===== config.mk =====
export PLATFORM = sky130hd
export DESIGN_NAME = strobe_watchdog
export DESIGN_NICKNAME = d
export VERILOG_FILES = /design/src/rtl/strobe_wd_pkg.sv /design/src/rtl/swd_fall_detect.sv /design/src/rtl/swd_period_decode.sv /design/src/rtl/swd_window_counter.sv /design/src/rtl/strobe_watchdog.sv
export SDC_FILE = /design/constraint.sdc
export NUM_CORES = 1
export LEC_CHECK = 0
export BUFFER_PORTS_ARGS = -buffer_cell sky130_fd_sc_hd__clkbuf_2
export CAP_MARGIN = 30
export CORE_ASPECT_RATIO = 1.75
export CORE_UTILIZATION = 24
export DETAILED_ROUTE_END_ITERATION = 16
export PLACE_DENSITY = 0.45
export SYNTH_ARGS = -nofsm -noshare
export SYNTH_HDL_FRONTEND = slang
export SYNTH_SLANG_ARGS = --single-unit

===== constraint.sdc =====
create_clock -name clk -period 3 [get_ports clk]
set_clock_uncertainty 0.2 [all_clocks]
set_input_delay 0.15 -clock clk [delete_from_list [all_inputs] [get_ports clk]]
set_output_delay 0.15 -clock clk [all_outputs]
set_load 0.01 [all_outputs]

===== src/rtl/strobe_wd_pkg.sv =====
package strobe_wd_pkg;

   // Window-length codes delivered by the three-level pad decoder
   typedef enum logic [1:0] {
      WIN_SHORT = 2'b00,
      WIN_MID   = 2'b01,
      WIN_LONG  = 2'b10,
      WIN_SPARE = 2'b11
   } win_code_e;

endpackage


===== src/rtl/swd_fall_detect.sv =====
module swd_fall_detect #(
   parameter int STAGES = 2
) (
   input  logic clk,
   input  logic rst_n,
   input  logic strobe_i,
   output logic fall_o
);

   logic [STAGES-1:0] chain_q;
   logic              last_q;

   generate
      if (STAGES < 2) begin : g_bad_stages
         $error("swd_fall_detect: STAGES must be at least 2");
      end
   endgenerate

   // Synchronizer chain, then one extra flop for edge comparison
   always_ff @(posedge clk or negedge rst_n) begin
      if (!rst_n) begin
         chain_q <= '0;
         last_q  <= 1'b0;
      end else begin
         chain_q <= {chain_q[STAGES-2:0], strobe_i};
         last_q  <= chain_q[STAGES-1];
      end
   end

   assign fall_o = last_q & ~chain_q[STAGES-1];

endmodule


===== src/rtl/swd_period_decode.sv =====
module swd_period_decode
   import strobe_wd_pkg::*;
#(
   parameter int CNT_W         = 11,
   parameter int SHORT_TICKS   = 150,
   parameter int MID_TICKS     = 600,
   parameter int LONG_TICKS    = 1200,
   parameter bit SPARE_IS_LONG = 1'b1
) (
   input  logic [1:0]       code_i,
   output logic [CNT_W-1:0] limit_o
);

   localparam logic [CNT_W-1:0] LIM_SHORT = CNT_W'(SHORT_TICKS);
   localparam logic [CNT_W-1:0] LIM_MID   = CNT_W'(MID_TICKS);
   localparam logic [CNT_W-1:0] LIM_LONG  = CNT_W'(LONG_TICKS);

   logic [CNT_W-1:0] spare_lim;

   generate
      if (SPARE_IS_LONG) begin : g_spare_long
         assign spare_lim = LIM_LONG;
      end else begin : g_spare_short
         assign spare_lim = LIM_SHORT;
      end
   endgenerate

   always_comb begin
      unique case (win_code_e'(code_i))
         WIN_SHORT: limit_o = LIM_SHORT;
         WIN_MID:   limit_o = LIM_MID;
         WIN_LONG:  limit_o = LIM_LONG;
         default:   limit_o = spare_lim;
      endcase
   end

endmodule


===== src/rtl/swd_window_counter.sv =====
module swd_window_counter #(
   parameter int CNT_W = 11
) (
   input  logic             clk,
   input  logic             rst_n,
   input  logic             hold_i,
   input  logic             restart_i,
   input  logic             tick_i,
   input  logic [CNT_W-1:0] limit_i,
   output logic             expire_o
);

   localparam logic [CNT_W-1:0] ONE = CNT_W'(1);

   logic             armed_q;
   logic [CNT_W-1:0] cnt_q;
   logic [CNT_W-1:0] lim_q;
   logic             expire_q;
   logic             last_tick;

   assign last_tick = (cnt_q == lim_q - ONE);

   // Disarmed state lasts one cycle and latches the window length
   always_ff @(posedge clk or negedge rst_n) begin
      if (!rst_n) begin
         armed_q  <= 1'b0;
         cnt_q    <= '0;
         lim_q    <= '0;
         expire_q <= 1'b0;
      end else begin
         expire_q <= 1'b0;
         if (hold_i) begin
            armed_q <= 1'b0;
            cnt_q   <= '0;
         end else if (!armed_q) begin
            armed_q <= 1'b1;
            cnt_q   <= '0;
            lim_q   <= limit_i;
         end else if (restart_i) begin
            armed_q <= 1'b0;
            cnt_q   <= '0;
         end else if (tick_i) begin
            if (last_tick) begin
               expire_q <= 1'b1;
               armed_q  <= 1'b0;
               cnt_q    <= '0;
            end else begin
               cnt_q <= cnt_q + ONE;
            end
         end
      end
   end

   assign expire_o = expire_q;

endmodule


===== src/rtl/strobe_watchdog.sv =====
module strobe_watchdog #(
   parameter int SHORT_TICKS   = 150,
   parameter int MID_TICKS     = 600,
   parameter int LONG_TICKS    = 1200,
   parameter bit SPARE_IS_LONG = 1'b1,
   parameter int SYNC_STAGES   = 2
) (
   input  logic       clk,
   input  logic       rst_n,
   input  logic       ms_tick,
   input  logic       wd_strobe,
   input  logic [1:0] period_sel,
   input  logic       hold_clear,
   output logic       wd_req
);

   localparam int CNT_W = $clog2(LONG_TICKS + 1);

   generate
      if (SHORT_TICKS < 1) begin : g_bad_short
         $error("strobe_watchdog: SHORT_TICKS must be at least 1");
      end
      if ((MID_TICKS < SHORT_TICKS) || (LONG_TICKS < MID_TICKS)) begin : g_bad_order
         $error("strobe_watchdog: window lengths must be non-decreasing");
      end
   endgenerate

   logic             fall_w;
   logic [CNT_W-1:0] limit_w;

   swd_fall_detect #(
      .STAGES(SYNC_STAGES)
   ) u_fall (
      .clk      (clk),
      .rst_n    (rst_n),
      .strobe_i (wd_strobe),
      .fall_o   (fall_w)
   );

   swd_period_decode #(
      .CNT_W         (CNT_W),
      .SHORT_TICKS   (SHORT_TICKS),
      .MID_TICKS     (MID_TICKS),
      .LONG_TICKS    (LONG_TICKS),
      .SPARE_IS_LONG (SPARE_IS_LONG)
   ) u_dec (
      .code_i  (period_sel),
      .limit_o (limit_w)
   );

   swd_window_counter #(
      .CNT_W(CNT_W)
   ) u_cnt (
      .clk       (clk),
      .rst_n     (rst_n),
      .hold_i    (hold_clear),
      .restart_i (fall_w),
      .tick_i    (ms_tick),
      .limit_i   (limit_w),
      .expire_o  (wd_req)
   );

endmodule


==> results.toml, run 1 <==
[global_route]
overflow = 0
grt_use_met1_pct = 12.4
grt-busiest-layer = "met2"
antenna_found_initial = 0
grt_usage_pct = 11.3
grt_pass1_wl_um = 4640
grt_pass1_vias = 958
met2_usage_pct = 21.4
grtUsageMet3_pct = 0.806
grt_max_degree = 22

[place]
place_congestion = 0.874
io_buffers = 7
dpl-instance-area_um2 = 1300
dp.final_hpwl_um = 2060

[power]
seq_power_share_pct = 52.9
p_int_mw = 0.427
p_switching_mw = 0.165
combPwrFrac_pct = 15.8
power_frac_clock_pct = 31.3
ir_drop_mv = 0.258
power.leakage_nw = 0.556
swShare_pct = 27.9
p_per_area_nw_per_um2 = 427

[timing]
fin_setup_tns_ns = 0
grt_setup_unrepaired = "false"
tightest_slew_ns = 0.538
drv_slew = 0
setup_viol = 0
hold_viol = 0
fmax_mhz = 373
final.min_clock_period_ns = 2.68
relSlewSlack_pct = 64.1
fin_crit_sh_pct = 89.3

[yosys]
ys.flop_type = "dfrtp_1"
synth.distinct_cells = 42
post-synth-top-count-cell = "dfrtp_1"
synthCells = 118
syn_nets = 127
synth_top_cell_by_area = "dfrtp_1"
synth_edf_count = 0
async_reset_ff_share_pct = 100
synth.top_cell.area_share_pct = 43.3
synth-seq-cells = 21
syn_area_um2 = 1210
synth.area.top_cells = "dfrtp_1 43%, xor2_1 6.5%, nand2_1 3.7%"
ys_seq_area_share_pct = 43.3
ys_top_cells_by_count = "21 x dfrtp_1, 12 x nand2_1, 9 x nor2_1, 9 x xor2_1, 6 x nand4_1"
yosys_warnings = 0
avgSynthCellArea_um2 = 10.3

[clock_network]
post_cts_buffers = 0
clkLatencyLatePin_ns = 0.26
root_buffer = "clkbuf_8"
numCtsBuffers = 3
h-tree-depth = 1
clkSlewWorstSetupHoldPaths_ns = 0.08
clockBufferDepth = 2
cts.sinks = 21
cts_tree = "done"

[die]
die_width_um = 55.7
start_util_pct = 25.5
die-area_um2 = 5350
core_um2 = 4750
rows = 33
io_pins = 8
die_h_um = 96.0

[final_layout]
fill_cells = 474
nNetsFinal = 141
final_cell_area_um2 = 1390
syn_to_final_growth_pct = 14.3
diodes = 0
drive_above_1_share_pct = 19.1

[route]
vias_per_cell = 4.95
drc = 0
drtIter0Drc = 26
first_pass_iters = 4
wl_um = 2630
post_drt_wl_per_cell_um = 14.4
vias = 906
ant_nets = 0

[setup_path]
r2r_start = "u_cnt.lim_q[9]"
crit_start = "u_cnt.lim_q[9]"
cp_num_buf_inv = 1
worstSetupPathType = "flip-flop to flip-flop"
slowest_stage = "dfrtp_1"
critPathRequiredTime_ns = 2.95
cp_data_arrival_time_ns = 2.63
cp-end-kind = "flip-flop"
worst_setup_path_start_kind = "flip-flop"
cpLargestDelayFamily = "compound AO/OA/AOI/OAI gates"
crit_chain = "inv_1 -> ha_1 -> nor4b_2 -> mux2_2 -> a2111oi_4 -> o211ai_2 -> o21ai_4 -> nor2_1"
cp_max_fo = 8
slowest_delay_ns = 0.46

[hold_path]
worstHoldPathType = "primary input to flip-flop"
min-delay-start = "ms_tick"

[status]
outcome = "completed"

[job]
drv_cap = 0
-- kinds of logic after synthesis --
| logic type | share of synthesized area [%] |
|---|---|
| and+or+nand+nor | 25.9 |
| DFF | 43.3 |
| AOI/OAI and AO/OA | 12.7 |
| xor gates and xnor gates | 10.1 |
| buffers and inverters | 3.20 |
| muxes | 2.68 |
| adders and majority gates | 2.06 |
-- cell type report --
class	instances	area, um^2	area share, %
flip-flops and latches	21	526	37.9
inverters	3	11.3	0.812
clock inverters	1	5.00	0.361
repair buffers	13	90.1	6.50
well taps	52	65.1	4.69
multi-input cells	90	648	46.8
clock buffers	3	41.3	2.98
-- power groups by stage --
| stage | Combinational, mW | Clock [mW] | Sequential, mW |
|---|---|---|---|
| finish | 0.0934 | 0.185 | 0.314 |
| global route | 0.105 | 0.205 | 0.317 |
| CTS | 0.0951 | 0.193 | 0.314 |
| detailed placement | 0.0904 | 0 | 0.320 |
| global placement | 0.0893 | 0 | 0.319 |
| floorplan | 0.0712 | 0 | 0.311 |
-- per-layer routing --
| metal | wire [um] | part of all wire, % | up-vias |
|---|---|---|---|
| met4 | 56 | 2.1 | 0 |
| met5 | 0 | 0 | - |
| met2 | 1490 | 56 | 5 |
| met3 | 24 | 0.91 | 5 |
| li1 | - | - | 446 |
| met1 | 1070 | 41 | 450 |
-- final timing paths --
| kind | to | slack, ns | cells past startpoint |
|---|---|---|---|
| worst max-delay path | u_cnt.cnt_q[6] | 0.32 | 8 |
| worst min-delay path | u_cnt.cnt_q[1] | 0.03 | 2 |
| worst max register to register | u_cnt.cnt_q[6] | 0.32 | 8 |
| worst min register to register | u_fall.chain_q[1] | 0.16 | 0 |
| max in group asynchronous | u_cnt.lim_q[2] | 2.05 | 2 |
| min in group asynchronous | u_cnt.cnt_q[3] | 0.19 | 2 |
-- flip-flops by register name, indices dropped and copies added (netlist names) --
register and flops:
u_fall.last_q 1, u_cnt.lim_q 5, u_cnt.cnt_q 11, u_cnt.armed_q 1, u_cnt.expire_o 1, u_fall.chain_q 2
-- cells in the final DEF (no fill, tap or decap), types with 2 or more instances in the layout --
master         count
dfrtp_1           21
nand3_1            3
or2_2              2
mux2_2             2
o21ai_0            4
a21oi_1            2
or3_1              2
inv_1              3
nor2b_1            2
ha_1               2
clkbuf_2           7
nand3b_1           2
o31ai_1            2
nor2_1             9
xor2_1             9
dlygate4sd3_1      4
nor3_1             3
nand2_1           12
nand2b_1           2
and3_1             3
xnor2_1            5
clkbuf_8           3
nand4_1            6
buf_4              2
-- through the flow --
step / hold WS (ns) / setup WS (ns) / std cells / utilization, % / total power, mW
floorplan: -0.346 / 0.503 / 118 / - / 0.382
global placement: -0.0423 / 0.409 / 175 / 27.4 / 0.408
detailed placement: -0.0418 / 0.308 / 175 / 27.4 / 0.410
CTS: 0.0271 / 0.301 / 183 / 29.2 / 0.602
global route: 0.0441 / 0.143 / 183 / 29.2 / 0.626
finish: 0.0322 / 0.320 / 183 / 29.2 / 0.592
-- worst register-to-register path, cell delays in order (launching register included) --
cell	delay, ns
dfrtp_1	0.46
inv_1	0.13
ha_1	0.20
nor4b_2	0.30
mux2_2	0.40
a2111oi_4	0.36
o211ai_2	0.19
o21ai_4	0.25
nor2_1	0.08
-- timing repair --
| item | 4_1_cts | 5_1_grt |
|---|---|---|
| resized for setup | 0 | 0 |
| hold buffers | 4 | 0 |
| hold endpoints to repair | 24 | 0 |
(Power assumes the default switching activity.)
==> run 2, diff against run 1 <==
--- a/config.mk
+++ b/config.mk
@@ -10,6 +10,7 @@
 export CORE_ASPECT_RATIO = 1.75
 export CORE_UTILIZATION = 24
 export DETAILED_ROUTE_END_ITERATION = 16
+export GPL_TIMING_DRIVEN = 0
 export PLACE_DENSITY = 0.45
 export SYNTH_ARGS = -nofsm -noshare
 export SYNTH_HDL_FRONTEND = slang
==> results.toml, run 2 (synthesis gave the netlist of run 1 again) <==
[final_layout]
fill_cells = 487
top_regs = "u_cnt.cnt_q: 11 flops, u_cnt.lim_q: 5 flops, u_fall.chain_q: 2 flops"
syn_to_final_growth_pct = 15.4
drive_above_1_share_pct = 19.5
utilization_pct = 29.5
regMostFlops = "u_cnt.cnt_q"
layout.area.seq_um2 = 526
fin_cells = 185
diodes = 0
nNetsFinal = 143
mostFrequentLayoutCell = "dfrtp_1"
largest_reg_flops = 11
multi_input_area_um2 = 648
final_cell_area_um2 = 1400
final_cell_mix = "21 x dfrtp_1, 12 x nand2_1, 9 x xor2_1, 9 x nor2_1, 7 x clkbuf_2"

[setup_path]
critPathRequiredTime_ns = 2.95
rrSetupSlack_ns = 0.26
cp_max_fo = 8
slowest_delay_ns = 0.40
cp-end-kind = "flip-flop"
slowest_stage = "mux2_2"
crit_chain = "buf_2 -> inv_1 -> ha_1 -> nor4b_2 -> mux2_2 -> a2111oi_4 -> o211ai_2 -> o21ai_4 -> o21ai_2"
worstSetupPathType = "flip-flop to flip-flop"
cp_data_arrival_time_ns = 2.70
worst_setup_path_start_kind = "flip-flop"

[global_route]
antenna_found_initial = 0
grt_pass1_wl_um = 4460
grt_usage_pct = 10.7
grt_pass1_vias = 952
grt_max_degree = 22
overflow = 0

[die]
start_util_pct = 25.5
die-area_um2 = 5350
core_um2 = 4750
io_pins = 8
die_width_um = 55.7
die_h_um = 96.0
rows = 33

[route]
drc = 0
vias = 916
vias_per_cell = 4.95
first_pass_iters = 4
wl_um = 2570
ant_nets = 0
drtIter0Drc = 18
post_drt_wl_per_cell_um = 13.9

[timing]
fmax_mhz = 364
relSlewSlack_pct = 37.4
fin_crit_sh_pct = 91.5
setup_viol = 0
fin_hold_ws_ns = 0.0438
tightest_slew_ns = 0.937
fin_setup_tns_ns = 0
drv_slew = 0
fin_ws_ns = 0.256
final.min_clock_period_ns = 2.74
hold_viol = 0
grt_setup_unrepaired = "false"

[power]
power.leakage_nw = 0.562
combPwrFrac_pct = 16.6
p_int_mw = 0.429
power.total_mw = 0.593
swShare_pct = 27.7
ir_drop_mv = 0.225
power_frac_clock_pct = 31.3
p_per_area_nw_per_um2 = 424
p_switching_mw = 0.165
seq_power_share_pct = 52.2

[place]
dp_cells = 177
dp.final_hpwl_um = 2010
place_congestion = 0.724
dp_slack_ns = 0.254
io_buffers = 7
dpl-instance-area_um2 = 1310

[status]
outcome = "completed"

[clock_network]
h-tree-depth = 1
cts_tree = "done"
clockBufferDepth = 2
cts.sinks = 21
clkSlewWorstSetupHoldPaths_ns = 0.08
numCtsBuffers = 3
root_buffer = "clkbuf_8"
clkLatencyLatePin_ns = 0.26

[job]
drv_cap = 0

[hold_path]
worstHoldPathType = "primary input to flip-flop"
[run 2: cell types whose count changed in the layout (fill, tap and decap cells not counted)]
cell and delta:
buf_6 +1, buf_4 -1, clkbuf_1 +1, buf_2 +1
[run 2: final timing paths]
path                              startpoint                end  depth (start not counted)
setup reg to reg              u_cnt.lim_q[9]     u_cnt.cnt_q[9]                          9
hold reg to reg            u_fall.chain_q[0]  u_fall.chain_q[1]                          0
min in group asynchronous              rst_n     u_cnt.cnt_q[3]                          2
setup / recovery              u_cnt.lim_q[9]     u_cnt.cnt_q[9]                          9
hold / removal                    hold_clear      u_cnt.armed_q                          3
max in group asynchronous              rst_n     u_cnt.lim_q[5]                          2
[run 2: area by class of cell]
class	instances	area share, %
clock inverters	1	0.358
flip-flops and latches	21	37.6
multi-input cells	90	46.3
repair buffers	11	5.37
inverters	3	0.805
well taps	52	4.65
clock buffers	3	2.95
plain buffers	4	1.97
[run 2: routing by layer]
metal	global-route usage, %	wire length, um	part of all wire (%)
met5	0	0	0
met3	0.941	49	1.9
met2	20.6	1430	56
met4	5.00	55	2.1
met1	11.7	1030	40
[run 2: timing repair]
action	in CTS	in global routing
hold buffers	4	0
hold endpoints to repair	25	0
gates resized for setup	0	0
setup buffers	0	0
[run 2: worst max-delay path, delay by kind of cell (launching register included)]
kind | cells | cell delay [ns]
and+or+nand+nor | 1 | 0.31
adders and majority gates | 1 | 0.20
AOI/OAI and AO/OA | 4 | 0.91
buffers and inverters | 2 | 0.26
DFF | 1 | 0.36
muxes | 1 | 0.40
[run 2: power by group through the flow]
stage	logic, mW	registers, mW	clock network (mW)
floorplan	0.0712	0.311	0
global placement	0.0935	0.315	0
detailed placement	0.0954	0.316	0
CTS	0.0999	0.310	0.193
global route	0.110	0.311	0.203
finish	0.0982	0.309	0.185
==> run 3, diff against run 2 <==
==> constraint.sdc (replaced) <==
create_clock -name clk -period 3.48 [get_ports clk]
set_clock_uncertainty 0.2 [all_clocks]
set_input_delay 0.174 -clock clk [delete_from_list [all_inputs] [get_ports clk]]
set_output_delay 0.174 -clock clk [all_outputs]
set_load 0.01 [all_outputs]
==> results.toml, run 3 (synthesis gave the netlist of run 1 again) <==
[global_route]
grt_use_met1_pct = 11.7
grt_pass1_vias = 951
grt_pass1_wl_um = 4460
grtUsageMet3_pct = 0.941
grt_max_degree = 22
met2_usage_pct = 20.6
grt-busiest-layer = "met2"
grt_usage_pct = 10.7
antenna_found_initial = 0
overflow = 0

[timing]
tightest_slew_ns = 0.937
fin_setup_tns_ns = 0
hold_viol = 0
fin_ws_ns = 0.736
relSlewSlack_pct = 37.4
setup_viol = 0
drv_slew = 0
fmax_mhz = 364
grt_setup_unrepaired = "false"
final.min_clock_period_ns = 2.74
fin_crit_sh_pct = 78.8

[route]
post_drt_wl_per_cell_um = 13.9
wl_um = 2570
drc = 0
ant_nets = 0
drtIter0Drc = 19
first_pass_iters = 4
vias_per_cell = 4.96
vias = 912

[die]
start_util_pct = 25.5
die_width_um = 55.7
core_um2 = 4750
die_h_um = 96.0
die-area_um2 = 5350
rows = 33
io_pins = 8

[clock_network]
root_buffer = "clkbuf_8"
clockBufferDepth = 2
cts-hold-fix-buffers = 3
cts.sinks = 21
post_cts_resized = 0
clkSlewWorstSetupHoldPaths_ns = 0.08
numCtsBuffers = 3
h-tree-depth = 1
post_cts_buffers = 0
cts_tree = "done"
clkLatencyLatePin_ns = 0.26

[power]
combPwrFrac_pct = 16.4
p_per_area_nw_per_um2 = 367
swShare_pct = 27.8
seq_power_share_pct = 52.3
p_int_mw = 0.369
power.leakage_nw = 0.558
p_switching_mw = 0.142
power_frac_clock_pct = 31.3
ir_drop_mv = 0.194

[final_layout]
final_cell_mix = "21 x dfrtp_1, 12 x nand2_1, 9 x xor2_1, 9 x nor2_1, 7 x clkbuf_2"
nNetsFinal = 142
largest_reg_flops = 11
regMostFlops = "u_cnt.cnt_q"
fill_cells = 488
drive_above_1_share_pct = 19.7
diodes = 0
mostFrequentLayoutCell = "dfrtp_1"
syn_to_final_growth_pct = 14.6
top_regs = "u_cnt.cnt_q: 11 flops, u_cnt.lim_q: 5 flops, u_fall.chain_q: 2 flops"

[place]
place_congestion = 0.724
dp_slack_ns = 0.734
dp.final_hpwl_um = 2010
io_buffers = 7

[setup_path]
worst_setup_path_start_kind = "flip-flop"
cp_max_fo = 8
cp-end-kind = "flip-flop"
critPathRequiredTime_ns = 3.43
worstSetupPathType = "flip-flop to flip-flop"
r2r_start = "u_cnt.lim_q[9]"
rrSetupSlack_ns = 0.74
crit_start = "u_cnt.lim_q[9]"
r2r-end = "u_cnt.cnt_q[9]"
cp_data_arrival_time_ns = 2.70
reg2reg_depth = 9

[status]
outcome = "completed"

[hold_path]
hold_end = "u_cnt.lim_q[2]"
worstHoldPathCells = 4
worstHoldPathType = "primary input to flip-flop"
min-delay-start = "period_sel[0]"

[job]
drv_cap = 0
## run 3: changes by cell type in the layout (fill, tap and decap cells not counted)
cell           change
dlygate4sd3_1      -1
## run 3: layout make-up
type | count | area [um^2] | share of cell area, %
multi-input combinational | 90 | 648 | 46.7
inverter | 3 | 11.3 | 0.811
clock buffer | 3 | 41.3 | 2.97
tap | 52 | 65.1 | 4.68
clock inverter | 1 | 5.00 | 0.360
sequential | 21 | 526 | 37.8
timing repair buffer | 10 | 65.1 | 4.68
buffer | 4 | 27.5 | 1.98
## run 3: critical path: stages (launching register included)
cell       delay, ns
dfrtp_1         0.36
buf_2           0.16
inv_1           0.10
ha_1            0.20
nor4b_2         0.31
mux2_2          0.40
a2111oi_4       0.38
o211ai_2        0.20
o21ai_4         0.25
o21ai_2         0.08
## run 3: through the flow
stage	utilization (%)	hold slack (ns)	area, um^2	power (mW)	std cells
after floorplan	-	-0.322	1210	0.330	118
after global placement	27.6	-0.0300	1310	0.352	177
after detailed placement	27.6	-0.0229	1310	0.354	177
after CTS	29.2	0.00267	1390	0.519	184
after global routing	29.2	0.0276	1390	0.537	184
final	29.2	0.00984	1390	0.510	184
## run 3: power groups by stage
stage / clock network (mW) / registers [mW] / logic (mW)
3_5_place_dp: 0 / 0.272 / 0.0822
5_1_grt: 0.175 / 0.268 / 0.0938
6_report: 0.160 / 0.267 / 0.0838
3_3_place_gp: 0 / 0.272 / 0.0806
2_1_floorplan: 0 / 0.268 / 0.0613
4_1_cts: 0.167 / 0.267 / 0.0853
## run 3: per-layer routing
layer / part of all wire (%) / wire length (um) / vias up
met5: 0 / 0 / -
met1: 40 / 1030 / 443
met4: 2.1 / 55 / 0
met3: 1.9 / 49 / 6
met2: 56 / 1440 / 18
li1: - / - / 445
## run 3: how the worst max path moves through the flow
stage / endpoint / cells past startpoint
final: u_cnt.cnt_q[9] / 9
after global routing: u_cnt.cnt_q[8] / 9
after CTS: u_cnt.cnt_q[9] / 9
after detailed placement: u_cnt.cnt_q[9] / 9
after global placement: u_cnt.cnt_q[9] / 9
after floorplan: u_cnt.cnt_q[9] / 9
